==> src/rtl/uart_chan_ctl_pkg.sv <==
package uart_chan_ctl_pkg;
   typedef enum logic [1:0] {
      TX_IDLE   = 2'd0,
      TX_ACTIVE = 2'd1,
      TX_DRAIN  = 2'd2
   } tx_state_t;
endpackage

==> src/rtl/uart_cmd_arb.sv <==
module uart_cmd_arb #(
   parameter int DIS_WINS = 1
) (
   input  logic on_req,
   input  logic off_req,
   output logic on_eff,
   output logic off_eff
);
   initial assert (DIS_WINS == 0 || DIS_WINS == 1)
      else $error("DIS_WINS must be 0 or 1");

   generate
      if (DIS_WINS == 1) begin : g_off_first
         assign on_eff  = on_req & ~off_req;
         assign off_eff = off_req;
      end else begin : g_on_first
         assign on_eff  = on_req;
         assign off_eff = off_req & ~on_req;
      end
   endgenerate
endmodule

==> src/rtl/uart_tx_seq.sv <==
module uart_tx_seq
   import uart_chan_ctl_pkg::*;
#(
   parameter int DIS_WINS = 1
) (
   input  logic clk,
   input  logic rst_n,
   input  logic en_cmd,
   input  logic dis_cmd,
   input  logic fifo_empty,
   input  logic fifo_full,
   input  logic shift_done,
   output logic active,
   output logic rdy,
   output logic emt,
   output logic wr_allow
);
   tx_state_t state_q, state_d;
   logic      en_w, dis_w;
   logic      drained;

   uart_cmd_arb #(.DIS_WINS(DIS_WINS)) u_arb (
      .on_req (en_cmd),
      .off_req(dis_cmd),
      .on_eff (en_w),
      .off_eff(dis_w)
   );

   assign drained = fifo_empty & shift_done;

   always_comb begin
      state_d = state_q;
      if (en_w)
         state_d = TX_ACTIVE;
      else if (dis_w && state_q == TX_ACTIVE)
         state_d = TX_DRAIN;
      else if (state_q == TX_DRAIN && drained)
         state_d = TX_IDLE;
   end

   always_ff @(posedge clk or negedge rst_n) begin
      if (!rst_n) state_q <= TX_IDLE;
      else        state_q <= state_d;
   end

   assign active   = (state_q != TX_IDLE);
   assign wr_allow = (state_q == TX_ACTIVE);
   assign rdy      = wr_allow & ~fifo_full;
   assign emt      = wr_allow & drained;

   AST_EN_OPENS: assert property (@(posedge clk) disable iff (!rst_n)
      en_w |=> wr_allow);
   AST_DIS_DROPS_FLAGS: assert property (@(posedge clk) disable iff (!rst_n)
      (dis_cmd && !en_cmd) |=> (!rdy && !emt));
   AST_DRAIN_HOLDS: assert property (@(posedge clk) disable iff (!rst_n)
      (state_q == TX_DRAIN && !drained && !en_w) |=> active);
   AST_DRAIN_ENDS: assert property (@(posedge clk) disable iff (!rst_n)
      (state_q == TX_DRAIN && drained && !en_w) |=> !active);
   AST_REENABLE: assert property (@(posedge clk) disable iff (!rst_n)
      (state_q == TX_DRAIN && en_w) |=> (state_q == TX_ACTIVE));
endmodule

==> src/rtl/uart_rx_seq.sv <==
module uart_rx_seq #(
   parameter int DIS_WINS    = 1,
   parameter int HUNT_CYCLES = 1
) (
   input  logic clk,
   input  logic rst_n,
   input  logic en_cmd,
   input  logic dis_cmd,
   input  logic reset_cmd,
   input  logic wakeup,
   input  logic shift_busy,
   output logic active,
   output logic hunt,
   output logic flush,
   output logic drop
);
   localparam int HW = $clog2(HUNT_CYCLES + 1);

   initial assert (HUNT_CYCLES >= 1)
      else $error("HUNT_CYCLES must be at least 1");

   logic          en_q;
   logic          en_w, dis_w;
   logic          start, stop;
   logic [HW-1:0] hunt_cnt;

   uart_cmd_arb #(.DIS_WINS(DIS_WINS)) u_arb (
      .on_req (en_cmd),
      .off_req(dis_cmd),
      .on_eff (en_w),
      .off_eff(dis_w)
   );

   assign start = en_w & ~reset_cmd;
   assign stop  = dis_w | reset_cmd;

   always_ff @(posedge clk or negedge rst_n) begin
      if (!rst_n) begin
         en_q     <= 1'b0;
         hunt_cnt <= '0;
         flush    <= 1'b0;
         drop     <= 1'b0;
      end else begin
         if (start)     en_q <= 1'b1;
         else if (stop) en_q <= 1'b0;
         if (start && !wakeup)  hunt_cnt <= HW'(HUNT_CYCLES);
         else if (hunt_cnt != '0) hunt_cnt <= hunt_cnt - 1'b1;
         flush <= reset_cmd;
         drop  <= stop & en_q & ~wakeup & shift_busy;
      end
   end

   assign active = en_q | wakeup;
   assign hunt   = (hunt_cnt != '0);

   AST_RX_STOPS: assert property (@(posedge clk) disable iff (!rst_n)
      (stop && !start) |=> !en_q);
   AST_WAKE_RUNS: assert property (@(posedge clk) disable iff (!rst_n)
      wakeup |-> active);
   AST_FLUSH_ON_RESET: assert property (@(posedge clk) disable iff (!rst_n)
      reset_cmd |=> flush);
   AST_NO_FLUSH_ON_DIS: assert property (@(posedge clk) disable iff (!rst_n)
      (!reset_cmd) |=> !flush);
   AST_HUNT_ON_EN: assert property (@(posedge clk) disable iff (!rst_n)
      (start && !wakeup) |=> hunt);
   AST_RESET_BEATS_EN: assert property (@(posedge clk) disable iff (!rst_n)
      reset_cmd |=> !en_q);
endmodule

==> src/rtl/uart_chan_ctl.sv <==
module uart_chan_ctl #(
   parameter int DIS_WINS    = 1,
   parameter int HUNT_CYCLES = 1
) (
   input  logic clk,
   input  logic rst_n,
   input  logic tx_en_cmd,
   input  logic tx_dis_cmd,
   input  logic rx_en_cmd,
   input  logic rx_dis_cmd,
   input  logic rx_reset_cmd,
   input  logic wakeup_mode,
   input  logic txf_empty,
   input  logic txf_full,
   input  logic txs_done,
   input  logic rxs_busy,
   output logic tx_active,
   output logic tx_rdy,
   output logic tx_emt,
   output logic txf_wr_allow,
   output logic rx_active,
   output logic rx_hunt,
   output logic rx_flush,
   output logic rx_drop
);
   uart_tx_seq #(.DIS_WINS(DIS_WINS)) u_tx (
      .clk       (clk),
      .rst_n     (rst_n),
      .en_cmd    (tx_en_cmd),
      .dis_cmd   (tx_dis_cmd),
      .fifo_empty(txf_empty),
      .fifo_full (txf_full),
      .shift_done(txs_done),
      .active    (tx_active),
      .rdy       (tx_rdy),
      .emt       (tx_emt),
      .wr_allow  (txf_wr_allow)
   );

   uart_rx_seq #(.DIS_WINS(DIS_WINS), .HUNT_CYCLES(HUNT_CYCLES)) u_rx (
      .clk       (clk),
      .rst_n     (rst_n),
      .en_cmd    (rx_en_cmd),
      .dis_cmd   (rx_dis_cmd),
      .reset_cmd (rx_reset_cmd),
      .wakeup    (wakeup_mode),
      .shift_busy(rxs_busy),
      .active    (rx_active),
      .hunt      (rx_hunt),
      .flush     (rx_flush),
      .drop      (rx_drop)
   );

   AST_RDY_NEEDS_WRITE: assert property (@(posedge clk) disable iff (!rst_n)
      (tx_rdy || tx_emt) |-> (txf_wr_allow && tx_active));
   AST_WRITE_ONLY_ACTIVE: assert property (@(posedge clk) disable iff (!rst_n)
      txf_wr_allow |-> tx_active);
endmodule

==> config.mk <==
export PLATFORM = sky130hd
export DESIGN_NAME = uart_chan_ctl
export DESIGN_NICKNAME = d
export VERILOG_FILES = /design/src/rtl/uart_chan_ctl_pkg.sv /design/src/rtl/uart_cmd_arb.sv /design/src/rtl/uart_tx_seq.sv /design/src/rtl/uart_rx_seq.sv /design/src/rtl/uart_chan_ctl.sv
export SDC_FILE = /design/constraint.sdc
export NUM_CORES = 1
export LEC_CHECK = 0
export ABC_AREA = 1
export CORE_AREA = 4 4 41 43
export CTS_BUF_LIST = sky130_fd_sc_hd__clkbuf_8 sky130_fd_sc_hd__clkbuf_16
export DETAILED_ROUTE_END_ITERATION = 8
export DIE_AREA = 0 0 45 47
export HOLD_SLACK_MARGIN = 0.15
export MAX_ROUTING_LAYER = met4
export PLACE_DENSITY = 0.63
export SETUP_SLACK_MARGIN = 0.1
export SYNTH_ARGS = -nofsm -noshare
export SYNTH_HDL_FRONTEND = slang
export SYNTH_HIERARCHICAL = 1
export SYNTH_SLANG_ARGS = --single-unit
==> constraint.sdc <==
create_clock -name clk -period 0.8 [get_ports clk]
set_input_delay 0.12 -clock clk [delete_from_list [all_inputs] [get_ports clk]]
set_output_delay 0.12 -clock clk [all_outputs]
set_load 0.05 [all_outputs]
## Yosys cells after proc, flatten, opt, wreduce, memory -nomap -nowiden

Cells that the tools add are included.

| storage, ports and cells | value |
|---|---|
| bits in registers | 6 |
| input port bits | 12 |
| output and inout bits | 8 |
| word-level logic and storage cells | 38 |

| cells by class | value |
|---|---|
| add/sub/neg operators | 1 |
| equality and inequality tests | 2 |
| multiplexer cells | 7 |
| bitwise logic cells | 16 |
| reductions and logical operators | 7 |

Operators with widths:

| kind | count |
|---|---|
| 1-bit AND | 9 |
| 2-bit 2-to-1 mux | 3 |
| 1-bit inverter | 5 |
| 1-bit 2-to-1 mux | 4 |
| 2-bit nonzero test | 2 |
| 1-bit logical AND | 3 |
| 3-bit nonzero test | 1 |
| 2-bit by 1-bit == test with 1-bit output (second input constant) | 1 |
| 2-bit == test (second input constant) | 1 |
| 1-bit bitwise OR | 2 |
| 1-bit zero test | 1 |
| 1-bit subtractor (second input constant) | 1 |

## Logic depth before layout (Yosys ltp)

Gate-level depths: netlist of the first run.

| logic depth | value |
|---|---|
| word-level depth | 5 |
| mapped depth | 4 |
| gate-level depth less buffers | 4 |

## Modules after synthesis

Netlist of the first run, hierarchy kept.

Modules (own cells, without submodules):

| module | times used | cells an instance | area each (um^2) | seq. area each (um^2) |
|---|---|---|---|---|
| uart_rx_seq | 1 | 14 | 143.9 | 100.1 |
| uart_tx_seq | 1 | 15 | 111.4 | 50.0 |
| uart_cmd_arb | 2 | 3 | 17.5 | 0.0 |

## Least setup slack after synthesis of the first run

OpenSTA, ideal clock, no wires.

| path | value |
|---|---|
| path type | register to output |
| start | register u_tx.state_q[1] |
| end | output tx_emt |
| data arrival time | 1.156 ns |
| required time | 0.680 ns |
| slack | -0.476 ns |
| cell stages (with the launch flop) | 4 |
| path buffers | 0 |
| cells stage by stage | dfrtp_1 -> inv_1 -> nand2_1 -> nor2_1 |

| on the way | value |
|---|---|
| word-level cells in the longest chain between the ends | 2 |

RTL lines:

| element | line | text |
|---|---|---|
| start: declaration | uart_tx_seq.sv:18 | `tx_state_t state_q, state_d;` |
| start signal: assignment | uart_tx_seq.sv:43 | `else state_q <= state_d;` |
| 2-bit by 1-bit == test with 1-bit output | uart_tx_seq.sv:47 | `assign wr_allow = (state_q == TX_ACTIVE);` |
| 1-bit AND | uart_tx_seq.sv:49 | `assign emt = wr_allow & drained;` |
| end: declaration | uart_chan_ctl.sv:19 | `output logic tx_emt,` |

No other way between the ends.

## Worst setup path in the final report of the first run

Same ends and word-level chain as after synthesis.

==> impl_metrics.ini, run 1 <==
[timing]
min_period_ps = 1160
hold_viol = 0
worstMarginPinSlew_ps = 274
worst_slack_ps = -355
fin_crit_sh = 1.44
clock_skew_ps = 4.60
setup_violations = 10
grt_setup_unrepaired = yes
drv_slew = 0
max_slew_margin = 0.816
finalSetupTns_ps = -2160
clock.fmax_mhz = 866

[critical_path]
critical_path_arrival_ps = 1040
crit_slowest_cell = dfrtp_1
crit_buf_inv = 2
crit_path_end_kind = output port
required_ps = 680
crit_chain = inv_2 > nand2_4 > nor2_4 > buf_12
worstSetupPathType = flop to output port
cp_top_family = flip-flops
slowest_delay_ps = 380
critPathMaxFanout = 3
cp-start-kind = flop

[floorplan]
die-area_mm2 = 0.00212
dieWidth_um = 45
initial_core_util = 0.223
num_rows = 13
core-area_mm2 = 0.00130
ios = 20
fp.dieH_um = 47

[yosys]
ys_warn_count = 6
syn-num-nets = 47
synth_edf_count = 0
syn_avg_cell_area_um2 = 8.29
yosys.area.top_type = dfrtp_1
synthTopCellsByArea = dfrtp_1, nand2_1, inv_1, nor2_2, buf_4
synth_seq_cells = 6
async_flop_share = 1.00
ys_seq_area_frac = 0.517
syn-cell-area_um2 = 290
netlist_instances = 35
synth_most_common_cell = nand2_1
synth_common_cells = nand2_1, dfrtp_1, inv_1
ys.flop_type = dfrtp_1
synth_cell_type_count = 12
synth.top_cell.area_share = 0.517

[grt]
gr-total-overflow = 0
grt_pass1_vias = 343
grt_max_degree = 7
antenna_found_initial = 0
grt_pass1_wl_um = 1260
track_usage = 0.0936

[finish]
multi_input_area_um2 = 143
fin_cells = 78
drive_gt1_frac = 0.603
register_area_um2 = 155
nets = 76
n_antenna_cell = 0
area_growth_pct = 146
fill_cells = 127

[drt]
routed_wire_length_per_instance_um = 10.3
finalWirelength_um = 805
dr_total_vias = 323
postRouteAntennaNets = 0
drt_iter0_markers = 1
vias_per_cell = 4.14
drt_pass1_iterations = 2
drc = 0

[clock_tree]
cts_root_buffer = clkbuf_8
cts_max_level = 1
cts_tree = done
cts_made_buffers = 3
numClockSinks = 6
clk_path_buf_depth = 2
clock_latency_ps = 220
clk_transition_reported_paths_ps = 40

[status]
status = finished, violations left
violations = setup timing

[pwr]
p_sw_mw = 0.704
p_per_area_mw_per_mm2 = 2630
p_sw_frac = 0.376
p_int_mw = 1.17
clkPwrFrac = 0.250
ir_drop_v = 0.00127
p_leak_nw = 0.336
p_comb_frac = 0.538
pwr-share-seq = 0.213

[placed_design]
gp_congestion = 0.672
place_inst = 71
dpl.hpwl_um = 633
portBuffers = 19

[min_path]
hp-class = primary input to async pin

[flow_run]
drv_cap = 0
-- flip-flops by register name, indices dropped and copies added, names as in the netlist --
name,count
u_rx/drop,1
u_tx/state_q,2
u_rx/flush,1
u_rx/en_q,1
u_rx/hunt,1
-- final timing paths --
kind | startpoint | to | slack [ps] | cells after the start
setup / recovery | u_tx/state_q[1]$_DFFE_PN0P_ | tx_emt | -360 | 4
hold / removal | rst_n | u_tx/state_q[1]$_DFFE_PN0P_ | 140 | 1
setup reg to reg | u_tx/state_q[1]$_DFFE_PN0P_ | u_tx/state_q[0]$_DFFE_PN0P_ | -150 | 4
hold reg to reg | u_rx/en_q$_DFFE_PN0P_ | u_rx/en_q$_DFFE_PN0P_ | 580 | 3
max in group asynchronous | rst_n | u_rx/hunt$_DFF_PN0_ | 420 | 1
min in group clk | rx_reset_cmd | u_rx/flush$_DFF_PN0_ | 190 | 1
-- final cells by class --
class,instances,share of cell area
Timing Repair Buffer,26,0.451
Sequential cell,6,0.218
Multi-Input combinational cell,20,0.200
Clock buffer,3,0.0579
Inverter,7,0.0421
Tap cell,15,0.0263
Clock inverter,1,0.00526
-- cells in the final DEF (no fill, tap or decap) --
master	instances
a21o_1	1
buf_12	8
clkinvlp_4	1
inv_2	2
nand3_2	3
nor2_4	2
dfrtp_1	2
buf_6	1
or2_4	1
nand2_4	1
clkdlybuf4s50_1	7
a21oi_2	1
inv_1	5
dlygate4sd2_1	4
dfrtp_2	4
nor2_2	3
nand2_1	4
nor2_1	2
clkbuf_8	3
nand2_2	2
buf_4	6
-- power groups by stage --
stage	registers, mW	clock network, mW	logic (mW)
floorplan	0.410	0	0.457
global placement	0.400	0	0.888
detailed placement	0.403	0	0.899
CTS	0.398	0.485	0.953
global route	0.408	0.489	1.05
finish	0.398	0.468	1.01
-- what timing repair did --
| item | 4_1_cts | 5_1_grt |
|---|---|---|
| resized for setup | 8 | 3 |
| setup buffers | 2 | 1 |
| endpoints found under the setup margin | 13 | 12 |
| pin swaps | 5 | 6 |
| endpoints found under the hold margin | 6 | 0 |
-- cells by family (layout without fill, tap and decap cells) --
logic type / after synthesis / count (layout) / synth area share
buffers and inverters: 9 / 37 / 0.142
DFF: 6 / 6 / 0.517
and+or+nand+nor: 18 / 18 / 0.297
AOI/OAI and AO/OA: 2 / 2 / 0.0431
-- stage by stage --
step	area (µm²)	worst slack [ps]	hold WS, ps	utilization	power [mW]
floorplan	323	-130	-176	-	0.868
global placement	627	-264	376	0.482	1.29
detailed placement	627	-277	375	0.482	1.30
CTS	694	-357	140	0.534	1.84
global route	713	-417	153	0.548	1.95
finish	713	-355	137	0.548	1.87
-- per-layer routing --
metal	up-vias	part of all wire	GRT usage
li1	156	-	-
met1	145	0.33	0.0764
met2	18	0.52	0.158
met3	4	0.12	0.0383
met4	0	0.025	0.0877
met5	-	0	-
Note: power is estimated with default switching activity, not from simulation.
==> run 2: changes to the inputs <==
--- a/config.mk
+++ b/config.mk
@@ -14,6 +14,7 @@
 export MAX_ROUTING_LAYER = met4
 export PLACE_DENSITY = 0.63
 export SETUP_SLACK_MARGIN = 0.1
+export SKIP_LAST_GASP = 1
 export SYNTH_ARGS = -nofsm -noshare
 export SYNTH_HDL_FRONTEND = slang
 export SYNTH_HIERARCHICAL = 1
==> impl_metrics.ini, run 2 (synthesis gave the netlist of run 1 again) <==
[status]
status = finished, violations left
violations = setup timing

[floorplan]
ios = 20
die-area_mm2 = 0.00212
initial_core_util = 0.223
num_rows = 13
dieWidth_um = 45
core-area_mm2 = 0.00130
fp.dieH_um = 47

[timing]
clock_skew_ps = 4.54
min_period_ps = 1160
max_slew_margin = 0.816
worst_slack_ps = -355
drv_slew = 0
setup_violations = 10
hold_viol = 0
clock.fmax_mhz = 866
worstMarginPinSlew_ps = 276
grt_setup_unrepaired = yes
fin_crit_sh = 1.44

[finish]
multi_input_area_um2 = 143
fin_util = 0.548
n_antenna_cell = 0
mostFrequentLayoutCell = buf_12
fill_cells = 127
regMostFlops = u_tx/state_q
area_growth_pct = 146
largest_register_ffs = 2
final_cell_mix = buf_12, clkdlybuf4s50_1, buf_4, inv_1
register_area_um2 = 155
drive_gt1_frac = 0.603
nets = 76

[placed_design]
gp_congestion = 0.672
portBuffers = 19
dpl.hpwl_um = 633
place_ws_ps = -277

[critical_path]
worstSetupPathType = flop to output port
crit_buf_inv = 2
cp_top_family = flip-flops
crit_start = u_tx/state_q[1]$_DFFE_PN0P_
critical_path_arrival_ps = 1040
required_ps = 680
critPathMaxFanout = 3
crit_chain = inv_2 > nand2_4 > nor2_4 > buf_12
crit_slowest_cell = dfrtp_1
reg2reg_from = u_tx/state_q[1]$_DFFE_PN0P_
r2r-end = u_tx/state_q[0]$_DFFE_PN0P_
ff2ff_path_depth = 4
slowest_delay_ps = 380
reg2reg_slack_ps = -150
crit_path_end_kind = output port
cp-start-kind = flop

[pwr]
pwr-share-seq = 0.213
p_sw_mw = 0.704
p_comb_frac = 0.538
fin_total_pwr_mw = 1.87
p_per_area_mw_per_mm2 = 2630
p_int_mw = 1.17
clkPwrFrac = 0.250
ir_drop_v = 0.00127
p_sw_frac = 0.376
p_leak_nw = 0.336

[drt]
drt_pass1_iterations = 2
drc = 0
routed_wire_length_per_instance_um = 10.3
dr_total_vias = 323
vias_per_cell = 4.14
finalWirelength_um = 802
postRouteAntennaNets = 0
drt_iter0_markers = 1

[clock_tree]
cts_tree = done
cts_max_level = 1
cts_root_buffer = clkbuf_8
clk_path_buf_depth = 2
clock_latency_ps = 220
numClockSinks = 6
cts_made_buffers = 3
clk_transition_reported_paths_ps = 40

[flow_run]
drv_cap = 0

[grt]
gr-total-overflow = 0
grt_pass1_vias = 335
grt_pass1_wl_um = 1240
grt_max_degree = 7
antenna_found_initial = 0
track_usage = 0.0920

[min_path]
hp-class = primary input to async pin
-- run 2: power groups by stage --
stage	registers (mW)	logic [mW]	clock network (mW)
after detailed placement	0.403	0.899	0
after global routing	0.408	1.05	0.489
after floorplan	0.410	0.457	0
final	0.398	1.01	0.468
after global placement	0.400	0.888	0
after CTS	0.398	0.950	0.485
-- run 2: final cells by class --
| type | instances | share of cell area |
|---|---|---|
| clock buffer | 3 | 0.0579 |
| sequential | 6 | 0.218 |
| multi-input combinational | 20 | 0.200 |
| tap | 15 | 0.0263 |
| timing repair buffer | 26 | 0.451 |
| clock inverter | 1 | 0.00526 |
| inverter | 7 | 0.0421 |
-- run 2: timing repair --
item                                    CTS  global route
gates resized for setup                   6             5
buffers inserted                          2             1
hold endpoints to repair                  6             0
pin swaps                                 5             6
endpoints found under the setup margin   13            12
-- run 2: worst max-delay path by stage --
stage,to,slack (ps),cells past startpoint
after global placement,rx_active,-260,3
final,tx_emt,-360,4
after detailed placement,rx_active,-280,3
after global routing,tx_emt,-420,4
after floorplan,tx_emt,-130,3
after CTS,tx_rdy,-360,4
-- run 2: metal layers --
metal,GRT usage,up-vias,part of all wire
met5,-,-,0
met4,0.0877,0,0.025
met3,0.0383,4,0.12
met2,0.153,18,0.52
met1,0.0764,145,0.33
li1,-,156,-
-- run 2: worst register-to-register path: stages (launching register included) --
cell and delay (ps):
dfrtp_1 380, inv_2 80, buf_4 120, nand3_2 70, a21o_1 190
-- run 2: through the flow --
step | TNS [ps] | std cells | cell area [µm²] | hold WS, ps
after CTS | -2120 | 77 | 687 | 140
after global placement | -1650 | 71 | 627 | 376
after detailed placement | -1820 | 71 | 627 | 375
after global routing | -2540 | 78 | 713 | 153
final | -2160 | 78 | 713 | 137
after floorplan | -460 | 35 | 323 | -176
